==> src/rtl/fpdec_pkg.sv <==
package fpdec_pkg;

  localparam int FIELD_W = 3;
  localparam int NUM_OPS = 1 << FIELD_W;

  typedef enum logic [FIELD_W-1:0] {
    OP_ADD   = 3'd0,
    OP_RSUB  = 3'd1,
    OP_MUL   = 3'd2,
    OP_RDIV  = 3'd3,
    OP_CMP   = 3'd4,
    OP_ITOF  = 3'd5,
    OP_FTOI  = 3'd6,
    OP_SQRT  = 3'd7
  } fpOp_e;

  localparam logic [1:0] RND_NEAREST_EVEN = 2'b00;

  // Control-to-datapath strobes, mutually exclusive by construction in ctrl.
  typedef struct packed {
    logic issue;
    logic raiseIll;
    logic raiseFpu;
    logic unsup;
  } ctrlStrobes_t;

endpackage

==> src/rtl/fpdec_ctrl.sv <==
module fpdec_ctrl
  import fpdec_pkg::*;
(
  input  logic               instValid,
  input  fpOp_e              opField,
  input  logic [FIELD_W-1:0] cmpField,
  input  logic               capFpu,
  input  logic               capFpuExt,
  input  logic               capIllegalExc,
  input  logic               msrExcEn,
  output ctrlStrobes_t       strobes
);

  logic extOp;
  logic cmpBad;

  always_comb begin
    extOp  = (opField == OP_ITOF) || (opField == OP_FTOI) || (opField == OP_SQRT);
    cmpBad = (opField == OP_CMP) &&
             ((cmpField == '0) || (cmpField == '1));
  end

  // Priority: missing base FPU, then missing extension, then bad compare.
  always_comb begin
    strobes = '0;
    if (instValid) begin
      if (!capFpu) begin
        strobes.raiseIll = capIllegalExc && msrExcEn;
      end else if (extOp && !capFpuExt) begin
        strobes.raiseFpu = msrExcEn;
      end else if (cmpBad) begin
        strobes.unsup = 1'b1;
      end else begin
        strobes.issue = 1'b1;
      end
    end
  end

endmodule

==> src/rtl/fpdec_dp.sv <==
module fpdec_dp
  import fpdec_pkg::*;
#(
  parameter int INST_W    = 32,
  parameter int OP_LSB    = 7,
  parameter int CMP_LSB   = 4,
  parameter int CAUSE_W   = 5,
  parameter int CAUSE_ILL = 1,
  parameter int CAUSE_FPU = 6
) (
  input  logic               clk,
  input  logic               rstN,
  input  logic [INST_W-1:0]  instWord,
  output fpOp_e              opField,
  output logic [FIELD_W-1:0] cmpField,
  input  ctrlStrobes_t       strobes,
  output logic [NUM_OPS-1:0] opSel,
  output logic               swapOps,
  output logic [FIELD_W-1:0] cmpCode,
  output logic               useOpB,
  output logic [1:0]         roundMode,
  output logic               wbEn,
  output logic               excReq,
  output logic [CAUSE_W-1:0] excCause,
  output logic               unsupported
);

  localparam logic [CAUSE_W-1:0] ILL_CODE = CAUSE_W'(CAUSE_ILL);
  localparam logic [CAUSE_W-1:0] FPU_CODE = CAUSE_W'(CAUSE_FPU);

  assign opField  = fpOp_e'(instWord[OP_LSB +: FIELD_W]);
  assign cmpField = instWord[CMP_LSB +: FIELD_W];

  logic [NUM_OPS-1:0] selNext;
  logic [NUM_OPS-1:0] swapMask;
  logic [NUM_OPS-1:0] unaryMask;

  // Per-operation select and property masks.
  for (genvar g = 0; g < NUM_OPS; g++) begin : g_op
    assign selNext[g]   = strobes.issue && (opField == fpOp_e'(g));
    assign swapMask[g]  = (g == OP_RSUB) || (g == OP_RDIV);
    assign unaryMask[g] = (g == OP_ITOF) || (g == OP_FTOI) || (g == OP_SQRT);
  end

  always_ff @(posedge clk) begin
    if (!rstN) begin
      opSel       <= '0;
      swapOps     <= 1'b0;
      cmpCode     <= '0;
      useOpB      <= 1'b0;
      wbEn        <= 1'b0;
      excReq      <= 1'b0;
      excCause    <= '0;
      unsupported <= 1'b0;
    end else begin
      opSel       <= selNext;
      swapOps     <= |(selNext & swapMask);
      useOpB      <= |(selNext & ~unaryMask);
      cmpCode     <= selNext[OP_CMP] ? cmpField : '0;
      wbEn        <= strobes.issue;
      excReq      <= strobes.raiseIll || strobes.raiseFpu;
      excCause    <= strobes.raiseIll ? ILL_CODE :
                     strobes.raiseFpu ? FPU_CODE : '0;
      unsupported <= strobes.unsup;
    end
  end

  assign roundMode = RND_NEAREST_EVEN;

endmodule

==> src/rtl/fpdec_top.sv <==
module fpdec_top
  import fpdec_pkg::*;
#(
  parameter int INST_W    = 32,
  parameter int OP_LSB    = 7,
  parameter int CMP_LSB   = 4,
  parameter int CAUSE_W   = 5,
  parameter int CAUSE_ILL = 1,
  parameter int CAUSE_FPU = 6
) (
  input  logic               clk,
  input  logic               rstN,
  input  logic               instValid,
  input  logic [INST_W-1:0]  instWord,
  input  logic               capFpu,
  input  logic               capFpuExt,
  input  logic               capIllegalExc,
  input  logic               msrExcEn,
  output logic [NUM_OPS-1:0] opSel,
  output logic               swapOps,
  output logic [FIELD_W-1:0] cmpCode,
  output logic               useOpB,
  output logic [1:0]         roundMode,
  output logic               wbEn,
  output logic               excReq,
  output logic [CAUSE_W-1:0] excCause,
  output logic               unsupported
);

  fpOp_e              opField;
  logic [FIELD_W-1:0] cmpField;
  ctrlStrobes_t       strobes;

  fpdec_ctrl ctrl_i (
    .instValid     (instValid),
    .opField       (opField),
    .cmpField      (cmpField),
    .capFpu        (capFpu),
    .capFpuExt     (capFpuExt),
    .capIllegalExc (capIllegalExc),
    .msrExcEn      (msrExcEn),
    .strobes       (strobes)
  );

  fpdec_dp #(
    .INST_W    (INST_W),
    .OP_LSB    (OP_LSB),
    .CMP_LSB   (CMP_LSB),
    .CAUSE_W   (CAUSE_W),
    .CAUSE_ILL (CAUSE_ILL),
    .CAUSE_FPU (CAUSE_FPU)
  ) dp_i (
    .clk         (clk),
    .rstN        (rstN),
    .instWord    (instWord),
    .opField     (opField),
    .cmpField    (cmpField),
    .strobes     (strobes),
    .opSel       (opSel),
    .swapOps     (swapOps),
    .cmpCode     (cmpCode),
    .useOpB      (useOpB),
    .roundMode   (roundMode),
    .wbEn        (wbEn),
    .excReq      (excReq),
    .excCause    (excCause),
    .unsupported (unsupported)
  );

endmodule

==> config.mk <==
export PLATFORM = sky130hd
export DESIGN_NAME = fpdec_top
export DESIGN_NICKNAME = d
export VERILOG_FILES = /design/src/rtl/fpdec_pkg.sv /design/src/rtl/fpdec_ctrl.sv /design/src/rtl/fpdec_dp.sv /design/src/rtl/fpdec_top.sv
export SDC_FILE = /design/constraint.sdc
export NUM_CORES = 1
export LEC_CHECK = 0
export ABC_AREA = 1
export BUFFER_PORTS_ARGS = -buffer_cell sky130_fd_sc_hd__buf_4
export CAP_MARGIN = 30
export CORE_MARGIN = 3
export CORE_UTILIZATION = 35
export DETAILED_ROUTE_END_ITERATION = 12
export GPL_TIMING_DRIVEN = 0
export PLACE_DENSITY = 0.76
export SETUP_SLACK_MARGIN = 0.15
export SYNTH_ARGS = -nofsm -noshare
export SYNTH_HDL_FRONTEND = slang
export SYNTH_SLANG_ARGS = --single-unit
export TNS_END_PERCENT = 30
==> constraint.sdc <==
create_clock -name clk -period 1 [get_ports clk]
set_clock_uncertainty 0.05 [all_clocks]
set_input_delay 0.1 -clock clk [delete_from_list [all_inputs] [get_ports clk]]
set_output_delay 0.1 -clock clk [all_outputs]
set_load 0.02 [all_outputs]
==> impl_results.md <==
* Max IR drop VDD at between 600 and 700 uV
* Core Area at 1783 um2
* CTS sink cnt at 18
* Root buffer cell: clkbuf_4
* Worst-path fanout max at 2
* Worst Setup Slack, final at 0.01614 ns
* Slew Viols, Final at 0
* Setup violation total in the final timing report at 0
* EDFF count, synth at 0
* Die width at 50.18 um
* Leak at approximately 0.53 nW
* Seq/Total Area, Yosys at 0.5275
* Layout area overhead at 60.26%
* Mapped cell area at 683.2 um2
* Layout cell share with drive strength beyond 1 at 0.6372
* Cells after DPL at 133
* Ys Warns at 0
* Register area at 382.9 um2
* Dpl hpwl at 956.1 um
* Initial antenna violation count at 0
* Area occupied by multi-input gates at between 200 and 250 um2
* Pre-CTS WS at 0.01073 ns
* Synth Instances at 74
* Largest net degree at the start of global routing at 10
* Fill cells at 149
* Antenna cells at 0
* Worst Setup End Kind: primary output
* All-Layer GR Usage at 0.09631
* DRT Pass-1 Iters at 4
* Min-delay src: instWord[9]
* Yosys reg bits at 18
* Drt wl/cell at 9.116 um
* Worst EP required at between 0.8 and 0.9 ns
* Die ar. at 2518 um2
* PwrDens at 1141 nW/um2
* H-tree Lvls at 1
* GPL Wtd Cong at 0.7948
* Crit path from: dp_i.excCause[1]
* Most frequent cell after synthesis: dfxtp_1
* Port Buffers at 31
* Final min period at 0.9839 ns
* Status: finished, violations left
* Largest area contributor in the netlist: dfxtp_1
* Post-synth top cells: dfxtp_1, nor2_1, inv_1, nand2_1, buf_4
* Core Util, Final at 0.6140
* Routed wire length at 1258 um
* First-pass GRT wire length at 1842 um
* Min Hold Slack at -0.04297 ns
* Period utilisation layout at 0.9839
* Die H at 50.18 um
* Grt ovf at 0
* CTS tree: built
* Drt drc at 0
* RSZ-0062 raised after global routing: true
* Distinct cells, synth at 18
* Vias per Instance at 4.036
* Clock transition at the registers of the reported paths at roughly 0.1 ns
* CTS Buffer Depth at 2
* Vias in the first global route at ~460
* Worst setup SP type: register
* Area contributors post-synth: dfxtp_1, nor2_1, nand3_2
* F_max at a little over 1000 MHz
* DR vias at 557
* FP Rows at 15
* Antenna Nets Post-Route at 0
* Starting density of the core at 0.3832
* Min-delay worst type: input port to register
* Max cap viols at 0
* WP data arrival at 0.83 ns
* Share of synthesized registers carrying an async set or reset at 0
* Syn_area_per_cell at between 9 and 10 um2
* Dominant synthesized flop cell: dfxtp_1
* Hold Buf Count CTS at 2
* Nets at 154
* Fin. Hold Viols at 1
* Crit path kind: register to primary output
* Top-area cell type share of the netlist area at 0.5275
* Violated checks: hold timing
* Inserted Clock Buffers at 3
* Number of DRC markers in iteration 0 at 9
* Non-Filler Instances at roughly 140
* # IOs at 62
-- metrics by stage --
stage	instance area (um2)	setup TNS [ns]	total power, mW
2_1_floorplan	694.4	0	0.8469
3_3_place_gp	958.4	0	0.9141
3_5_place_dp	958.4	0	0.9161
4_1_cts	1025	0	1.254
5_1_grt	1095	-0.04630	1.333
6_report	1095	0	1.250
-- sequential cells by signal, summed over array words and instances (netlist names) --
signal and flops:
dp_i.unsupported 1, dp_i.opSel 8, dp_i.swapOps 1, dp_i.wbEn 1, dp_i.excReq 1, dp_i.cmpCode 3, dp_i.excCause 2, dp_i.useOpB 1
-- cell families after synthesis --
kind of cell	count (synthesis)	synth area share
simple gates	35	0.3150
flops	18	0.5275
buf+inv	17	0.1282
compound gates	3	0.02380
other cells	1	0.005489
-- cell usage in the layout, fill, tap and decap left out, drive strengths merged --
cell,count
inv,12
conb,4
nor4,1
dlygate4sd3,2
dfxtp,18
o21ai,1
buf,36
nor2,16
clkbuf,3
nand3,7
o22ai,1
a21oi,1
nand4,1
nand2,10
-- power by group --
group	leakage, nW	internal, mW	switching [mW]
clock network	0.0138	0.140	0.196
registers	0.154	0.726	0.00395
logic	0.363	0.0853	0.0984
-- metal layers --
metal / GRT usage / vias to the layer above / share of wire / wire [um]
li1: - / 298 / - / -
met1: 0.1050 / 230 / 0.38 / 481
met2: 0.1609 / 27 / 0.50 / 627
met3: 0.04154 / 2 / 0.11 / 134
met4: 0.04147 / 0 / 0.011 / 14
met5: 0 / - / 0 / 0
-- timing repair --
action / 4_1_cts / 5_1_grt
endpoints found under the hold margin: 3 / 1
setup buffers: 0 / 0
gates resized for setup: 9 / 28
setup endpoints to repair: 19 / 19
-- final timing paths --
path	to	slack [ns]	depth (start not counted)
max	excCause[2]	0.02	2
min	dp_i.opSel[0]	-0.04	2
-- critical path, stage by stage (launching register included) --
cell	delay (ns)
dfxtp_2	0.33
buf_6	0.10
buf_6	0.12
-- layout make-up --
class | count | area share
inverters | 12 | 0.04571
plain buffers | 5 | 0.03771
clock buffers | 3 | 0.02057
well taps | 25 | 0.02857
flip-flops and latches | 18 | 0.3497
multi-input cells | 42 | 0.2251
repair buffers | 33 | 0.2926
(Power assumes the default switching activity.)
